[src/rtl/lrb_pkg.sv]
package lrb_pkg;
  localparam int unsigned LRB_ADDR_W     = 32;
  localparam int unsigned LRB_LINE_BYTES = 32;
  localparam int unsigned LRB_REQNO_W    = 8;
  localparam int unsigned LRB_WORD_W     = 32;
  localparam int unsigned LRB_NPIPE      = 2;

  typedef enum logic [0:0] {
    PIPE_LS = 1'b0,
    PIPE_LD = 1'b1
  } pipe_e;
endpackage

[src/rtl/lrb_slot.sv]
module lrb_slot #(
  parameter int unsigned ADDR_W     = 32,
  parameter int unsigned LINE_BYTES = 32,
  parameter int unsigned REQNO_W    = 8,
  parameter int unsigned LINE_BITS  = LINE_BYTES * 8
) (
  input  logic                 clk,
  input  logic                 rst_n,
  input  logic                 fill_en,
  input  logic [ADDR_W-1:0]    fill_base,
  input  logic [LINE_BITS-1:0] fill_line,
  input  logic [REQNO_W-1:0]   fill_reqno,
  input  logic                 rn_en,
  input  logic [REQNO_W-1:0]   rn_val,
  input  logic                 inv_en,
  input  logic [ADDR_W-1:0]    inv_addr,
  input  logic                 inv_all,
  output logic                 vld,
  output logic [ADDR_W-1:0]    base,
  output logic [REQNO_W-1:0]   reqno,
  output logic [LINE_BITS-1:0] line
);
  localparam logic [ADDR_W-1:0] OFS_MASK = ADDR_W'(LINE_BYTES - 1);

  logic inv_match;
  logic kill;

  assign inv_match = inv_en && vld && ((inv_addr & ~OFS_MASK) == base);
  assign kill      = inv_all || inv_match;

  always_ff @(posedge clk) begin
    if (!rst_n) begin
      vld   <= 1'b0;
      base  <= '0;
      line  <= '0;
    end else if (fill_en) begin
      vld   <= 1'b1;
      base  <= fill_base;
      line  <= fill_line;
    end else if (kill) begin
      vld   <= 1'b0;
    end
  end

  always_ff @(posedge clk) begin
    if (!rst_n) begin
      reqno <= '0;
    end else if (rn_en) begin
      reqno <= rn_val;
    end else if (fill_en) begin
      reqno <= fill_reqno;
    end
  end
endmodule

[src/rtl/lrb_probe.sv]
module lrb_probe #(
  parameter int unsigned ADDR_W     = 32,
  parameter int unsigned LINE_BYTES = 32,
  parameter int unsigned REQNO_W    = 8,
  parameter int unsigned WORD_W     = 32,
  parameter int unsigned LINE_BITS  = LINE_BYTES * 8
) (
  input  logic                 vld,
  input  logic [ADDR_W-1:0]    base,
  input  logic [REQNO_W-1:0]   reqno,
  input  logic [LINE_BITS-1:0] line,
  input  logic [ADDR_W-1:0]    q_addr,
  input  logic [REQNO_W-1:0]   q_reqno,
  output logic                 hit,
  output logic [WORD_W-1:0]    word
);
  localparam int unsigned OFS_W  = $clog2(LINE_BYTES);
  localparam int unsigned WB_W   = $clog2(WORD_W / 8);
  localparam int unsigned NWORDS = LINE_BITS / WORD_W;
  localparam int unsigned WIDX_W = OFS_W - WB_W;

  logic [ADDR_W:0]     addr_x;
  logic [ADDR_W:0]     lo_x;
  logic [ADDR_W:0]     hi_x;
  logic                in_line;
  logic [WIDX_W-1:0]   widx;
  logic [WORD_W-1:0]   words [NWORDS];

  assign addr_x  = {1'b0, q_addr};
  assign lo_x    = {1'b0, base};
  assign hi_x    = lo_x + (ADDR_W + 1)'(LINE_BYTES);
  assign in_line = (addr_x >= lo_x) && (addr_x < hi_x);
  assign hit     = vld && (reqno == q_reqno) && in_line;

  for (genvar k = 0; k < NWORDS; k++) begin : g_word
    assign words[k] = line[k*WORD_W +: WORD_W];
  end

  assign widx = q_addr[OFS_W-1:WB_W];
  assign word = words[widx];
endmodule

[src/rtl/line_return_buffer.sv]
module line_return_buffer
  import lrb_pkg::*;
#(
  parameter int unsigned ADDR_W     = LRB_ADDR_W,
  parameter int unsigned LINE_BYTES = LRB_LINE_BYTES,
  parameter int unsigned REQNO_W    = LRB_REQNO_W,
  parameter int unsigned WORD_W     = LRB_WORD_W,
  parameter int unsigned NPIPE      = LRB_NPIPE,
  parameter int unsigned PIPE_W     = (NPIPE > 1) ? $clog2(NPIPE) : 1,
  parameter int unsigned LINE_BITS  = LINE_BYTES * 8
) (
  input  logic                 clk,
  input  logic                 rst_n,
  input  logic                 fill_valid,
  output logic                 fill_ready,
  input  logic [PIPE_W-1:0]    fill_pipe,
  input  logic [ADDR_W-1:0]    fill_addr,
  input  logic [REQNO_W-1:0]   fill_reqno,
  input  logic [LINE_BITS-1:0] fill_line,
  input  logic                 rn_valid,
  input  logic [PIPE_W-1:0]    rn_pipe,
  input  logic [REQNO_W-1:0]   rn_reqno,
  input  logic                 inv_valid,
  input  logic [ADDR_W-1:0]    inv_addr,
  input  logic                 inv_all,
  input  logic [PIPE_W-1:0]    q_pipe,
  input  logic [ADDR_W-1:0]    q_addr,
  input  logic [REQNO_W-1:0]   q_reqno,
  output logic                 q_hit,
  output logic [WORD_W-1:0]    q_word
);
  localparam logic [ADDR_W-1:0] OFS_MASK = ADDR_W'(LINE_BYTES - 1);

  logic [ADDR_W-1:0]                fill_base;
  logic [NPIPE-1:0]                 slot_vld;
  logic [NPIPE-1:0][ADDR_W-1:0]     slot_base;
  logic [NPIPE-1:0][REQNO_W-1:0]    slot_rn;
  logic [LINE_BITS-1:0]             slot_line [NPIPE];
  logic [NPIPE-1:0]                 hit_v;
  logic [WORD_W-1:0]                word_v [NPIPE];

  assign fill_ready = 1'b1;
  assign fill_base  = fill_addr & ~OFS_MASK;

  for (genvar p = 0; p < NPIPE; p++) begin : g_pipe
    logic fill_here;
    logic rn_here;

    assign fill_here = fill_valid && fill_ready && (fill_pipe == PIPE_W'(p));
    assign rn_here   = rn_valid && (rn_pipe == PIPE_W'(p));

    lrb_slot #(
      .ADDR_W    (ADDR_W),
      .LINE_BYTES(LINE_BYTES),
      .REQNO_W   (REQNO_W),
      .LINE_BITS (LINE_BITS)
    ) u_slot (
      .clk       (clk),
      .rst_n     (rst_n),
      .fill_en   (fill_here),
      .fill_base (fill_base),
      .fill_line (fill_line),
      .fill_reqno(fill_reqno),
      .rn_en     (rn_here),
      .rn_val    (rn_reqno),
      .inv_en    (inv_valid),
      .inv_addr  (inv_addr),
      .inv_all   (inv_all),
      .vld       (slot_vld[p]),
      .base      (slot_base[p]),
      .reqno     (slot_rn[p]),
      .line      (slot_line[p])
    );

    lrb_probe #(
      .ADDR_W    (ADDR_W),
      .LINE_BYTES(LINE_BYTES),
      .REQNO_W   (REQNO_W),
      .WORD_W    (WORD_W),
      .LINE_BITS (LINE_BITS)
    ) u_probe (
      .vld    (slot_vld[p]),
      .base   (slot_base[p]),
      .reqno  (slot_rn[p]),
      .line   (slot_line[p]),
      .q_addr (q_addr),
      .q_reqno(q_reqno),
      .hit    (hit_v[p]),
      .word   (word_v[p])
    );
  end

  assign q_hit  = hit_v[q_pipe];
  assign q_word = word_v[q_pipe];
endmodule

[config.mk]
export PLATFORM = sky130hd
export DESIGN_NAME = line_return_buffer
export DESIGN_NICKNAME = d
export VERILOG_FILES = /design/src/rtl/lrb_pkg.sv /design/src/rtl/lrb_slot.sv /design/src/rtl/lrb_probe.sv /design/src/rtl/line_return_buffer.sv
export SDC_FILE = /design/constraint.sdc
export NUM_CORES = 1
export LEC_CHECK = 0
export BUFFER_PORTS_ARGS = -buffer_cell sky130_fd_sc_hd__buf_2
export CAP_MARGIN = 20
export CORE_MARGIN = 2
export CORE_UTILIZATION = 35
export CTS_CLUSTER_DIAMETER = 120
export DETAILED_ROUTE_END_ITERATION = 8
export PLACE_DENSITY = 0.51
export SLEW_MARGIN = 25
export SYNTH_ARGS = -nofsm -noshare
export SYNTH_HDL_FRONTEND = slang
export SYNTH_SLANG_ARGS = --single-unit
[constraint.sdc]
create_clock -name clk -period 10.2 [get_ports clk]
set_input_delay 0.51 -clock clk [delete_from_list [all_inputs] [get_ports clk]]
set_output_delay 0.51 -clock clk [all_outputs]
set_load 0.1 [all_outputs]
# Yosys cells after proc, flatten, opt, wreduce, memory -nomap -nowiden
# Index checks and enable logic that the tools add are counted.
# classes
addsub	2
magnitude_cmp	7
eq_ne	4
mux	19
n_bitwise	4
n_reduce_logical	20
# ops
cell	count
2-to-1 mux 32 bit	7
binary-select mux 32 bit (select 3 bit)	2
adder 32 x 6 -> 33 bit, second input constant	2
< comparator 32 x 33 -> 1 bit	2
greater-or-equal comparator 32 bit	2
equality test 27 bit	2
2-to-1 mux 8 bit	4
equality test 8 bit	2
logical AND 1 bit	14
nonzero test 2 bit	4
2-to-1 mux 1 bit	6
greater-or-equal comparator 4 bit, second input constant	1
NOT 3 -> 4 bit	1
greater-or-equal comparator 2 bit, second input constant	1
logical OR 1 bit	2
< comparator 1 x 2 -> 1 bit, second input constant	1
NOT 1 bit	2
NOT 1 -> 2 bit	1
# word_totals
reg_bits	584
input_bits	385
out_inout_bits	34
elab_cells	64

# Depth between registers and ports, before layout
# depth
ltp_word	7
mapped_depth	16
mapped_depth_nobuf	15

# Modules after synthesis
# Synthesis repeated with hierarchy kept, for this count alone.
# hier_totals
hier_cells	2826
area_unflattened_um2	31529.0
# by_module_without_submodules
mod	instances	cells_per_inst	area_per_inst_um2	seq_area_each_um2
lrb_slot	2	1014	11572.3	5945.7
lrb_probe (g_pipe[1].u_probe)	1	381	3927.5	0.0
lrb_probe (g_pipe[0].u_probe)	1	373	3861.2	0.0
line_return_buffer	1	44	595.6	0.0

# Least setup slack after synthesis
# No wires, ideal clock.
# synth_timing
kind	reg2out
startpoint	register g_pipe[0].u_slot.base[12]
endpoint	output q_hit
t_arrival_ns	5.262
required_ns	9.690
path_slack_ns	4.428
stages_incl_launch_ff	17
path_buffers	2
path_cell_list	dfxtp_1 buf_2 nand4_4 nor3_4 nand3_2 or3_1 buf_2 nor3_1 xnor2_1 ha_1 nand3_1 a21oi_1 a2111oi_0 o2111ai_1 o21a_1 o41a_1 o32ai_1
# synth_via
elab_chain_len	6
# synth_lines
element	line	source
start, declared	lrb_slot.sv:19	output logic [ADDR_W-1:0] base,
start signal, assigned	lrb_slot.sv:38	base <= fill_base;
adder 32 x 6 -> 33 bit	lrb_probe.sv:31	assign hi_x = lo_x + (ADDR_W + 1)'(LINE_BYTES);
< comparator 32 x 33 -> 1 bit	lrb_probe.sv:32	assign in_line = (addr_x >= lo_x) && (addr_x < hi_x);
logical AND 1 bit (*)	lrb_probe.sv:32	
logical AND 1 bit (*)	lrb_probe.sv:33	assign hit = vld && (reqno == q_reqno) && in_line;
2-to-1 mux 1 bit (not written as such) (*) (2 in a row)	line_return_buffer.sv:93	assign q_hit = hit_v[q_pipe];
end, declared	line_return_buffer.sv:29	output logic q_hit,
# Mark *: on every way between the ends. The rest lies on a longest branch, timed or not. The select of a mux whose other input is x is not followed.

# Worst setup path in the final report
# layout_timing
startpoint	register g_pipe[0].u_slot.base[10]
endpoint	output q_hit
# The elaborated chain is that of the path after synthesis.

==> flow_metrics.env <==
export IMPL_slew_viol_final=0
export IMPL_cts_buffer_depth=3
export IMPL_final_nets=4062
export IMPL_synth_area_um2=29300
export IMPL_syn_instance_count=3312
export IMPL_cts_tree="built"
export IMPL_drtPass1Iterations=5
export IMPL_cts_hold_buf=0
export IMPL_ys_async_sr_fraction=0
export IMPL_antenna_found_initial=71
export IMPL_final_layout_size_suffix_gt1_frac=0.194
export IMPL_start_util=0.352
export IMPL_critPathLaunchType="flop"
export IMPL_total_power_mw=5.65
export IMPL_post_cts_buffers=0
export IMPL_worstMarginPinSlew_ns=1.01
export IMPL_grt_pass1_vias=23895
export IMPL_post_drt_via_cell_ratio=5.03
export IMPL_rows=106
export IMPL_numCtsBuffers=69
export IMPL_drv_cap=0
export IMPL_ys_ff_latch=584
export IMPL_fmax_mhz=182
export IMPL_avgSynthCellArea_um2=8.85
export IMPL_numPortBuffers=407
export IMPL_die_area_um2=86100
export IMPL_slew_headroom=0.330
export IMPL_areaGrowthSynthToFinish_pct=17.1
export IMPL_clk_pin_slew_ns=0.06
export IMPL_fin_util=0.412
export IMPL_required_ns=9.69
export IMPL_hpwl_um=66900
export IMPL_synth_ff_type="dfxtp_1"
export IMPL_cp_end_kind="primary output"
export IMPL_synth_warnings=0
export IMPL_skew_ns=0.00702
export IMPL_track_usage=0.223
export IMPL_rsz0062_at_grt="no"
export IMPL_dp_slack_ns=5.31
export IMPL_finalWorstSetupSlack_ns=4.72
export IMPL_grt_max_degree=222
export IMPL_yosysMostFrequentCell="nand2_1"
export IMPL_hold_viol=0
export IMPL_p_leak_nw=12.9
export IMPL_finalCritPeriodShare=0.537
export IMPL_cts_resized=0
export IMPL_synth_cell_types=55
export IMPL_wl_per_cell_um=20.6
export IMPL_hold_class="input port to flop"
export IMPL_drt_antenna_violating_nets=0
export IMPL_vdd_drop_max_mv=0.118
export IMPL_gr_total_overflow=0
export IMPL_drt_iter0_drc=1298
export IMPL_crit_fanout=6
export IMPL_gp_congestion=0.854
export IMPL_vias=23754
export IMPL_die_x_um=293
export IMPL_synth_top_area_cell="dfxtp_1"
export IMPL_root_buffer="clkbuf_16"
export IMPL_ys_seq_area_frac=0.399
export IMPL_core_area_um2=83300
export IMPL_cts_max_level=3
export IMPL_status="complete, no violations"
export IMPL_synth_fp_nets=3807
export IMPL_clkLatencyLatePin_ns=0.60
export IMPL_synth_area_leaders="dfxtp_1 40%, nand2_1 15%, a21boi_0 15%, mux4_2 12%, ha_1 4.7%"
export IMPL_cts_sinks=584
export IMPL_setup_viol=0
export IMPL_grt_pass1_wl_um=146000
export IMPL_p_per_area_nw_per_um2=165
export IMPL_pin_count=419
export IMPL_finalSetupTns_ns=0
export IMPL_synth_commonest_cells="1197 x nand2_1, 584 x dfxtp_1, 567 x a21boi_0"
export IMPL_drc=0
export IMPL_worstPathArrival_ns=4.97
export IMPL_synth_top_area_frac=0.399
export IMPL_drt_wl_total_um=97400
export IMPL_synth_edf_count=0
export IMPL_finalCriticalPeriod_ns=5.48
export IMPL_fp_dieH_um=293
export IMPL_hold_ws_ns=0.158
export IMPL_worstSetupPathType="flop to primary output"
==> routing by layer <==
metal	wire, um	global-route usage	up-vias
met4	2880	0.0760	64
li1	-	-	11800
met1	38000	0.250	11196
met2	49500	0.403	480
met5	406	0	-
met3	6650	0.0650	214
==> path summary, 6_finish.rpt <==
check                                   from                         end  slack (ns)  depth (start not counted)
setup / recovery   g_pipe[0].u_slot.base[10]                       q_hit        4.72                         16
hold / removal                fill_line[108]  g_pipe[1].u_slot.line[108]        0.16                          3
setup reg to reg   g_pipe[0].u_slot.base[29]        g_pipe[0].u_slot.vld        8.37                          7
hold reg to reg   g_pipe[0].u_slot.line[212]  g_pipe[0].u_slot.line[212]        0.46                          2
==> area by class of cell <==
type	instances	area, um2
antenna	19	47.5
clock buffer	108	2030
clock inverter	16	173
fill	8651	49000
inverter	60	225
multi-input combinational	2423	16500
sequential	584	11700
tap	1080	1350
timing repair buffer	429	2310
==> metrics by stage <==
stage,cell area [um2],instances
after CTS,34200,4699
final,34300,4719
after global placement,32000,4575
after floorplan,29300,3312
after detailed placement,32000,4575
after global routing,34300,4709
==> worst max-delay path, stage by stage, from the launching register on <==
cell	delay [ns]
dfxtp_1	0.54
nand4_4	0.18
nor3_4	0.18
nand3_2	0.13
nor2_1	0.16
nand4_1	0.33
nor2_1	0.23
xnor2_1	0.14
ha_1	0.27
a21oi_1	0.14
a21oi_1	0.08
a2111oi_0	0.56
o2111ai_1	0.20
o21a_1	0.22
o41a_1	0.11
o32ai_1	0.38
buf_2	0.50
==> logic make-up (layout without fill, tap and decap cells) <==
| family | Yosys count | after routing | synth area share |
|---|---|---|---|
| and+or+nand+nor | 1354 | 1354 | 0.185 |
| adders and majority gates | 110 | 110 | 0.0470 |
| buffers and inverters | 305 | 613 | 0.0399 |
| other | 1 | 20 | 0.000128 |
| muxes | 160 | 160 | 0.123 |
| xor gates and xnor gates | 120 | 120 | 0.0359 |
| DFF | 584 | 584 | 0.399 |
| AOI/OAI and AO/OA | 678 | 678 | 0.171 |
==> cell usage in the layout, fill, tap and decap left out, types with 31 or more instances in the layout <==
| cell | synthesis | layout |
|---|---|---|
| xnor2_1 | 94 | 94 |
| a21boi_0 | 567 | 567 |
| nand3_1 | 39 | 39 |
| dfxtp_1 | 584 | 584 |
| mux4_2 | 160 | 160 |
| nand4_1 | 31 | 31 |
| a21oi_1 | 39 | 39 |
| inv_1 | 58 | 58 |
| clkbuf_16 | 0 | 69 |
| ha_1 | 110 | 110 |
| nand2_1 | 1197 | 1196 |
| buf_2 | 15 | 404 |
==> where the power goes <==
part,switching (mW),internal [mW]
combinational,0.463,0.298
sequential,0.0650,2.39
clock,1.03,1.41
==> sequential cells by signal, indices dropped and copies added (netlist names) <==
| register | count |
|---|---|
| g_pipe.u_slot.base | 54 |
| g_pipe.u_slot.line | 512 |
| g_pipe.u_slot.reqno | 16 |
| g_pipe.u_slot.vld | 2 |
Note: power is estimated with default switching activity, not from simulation.
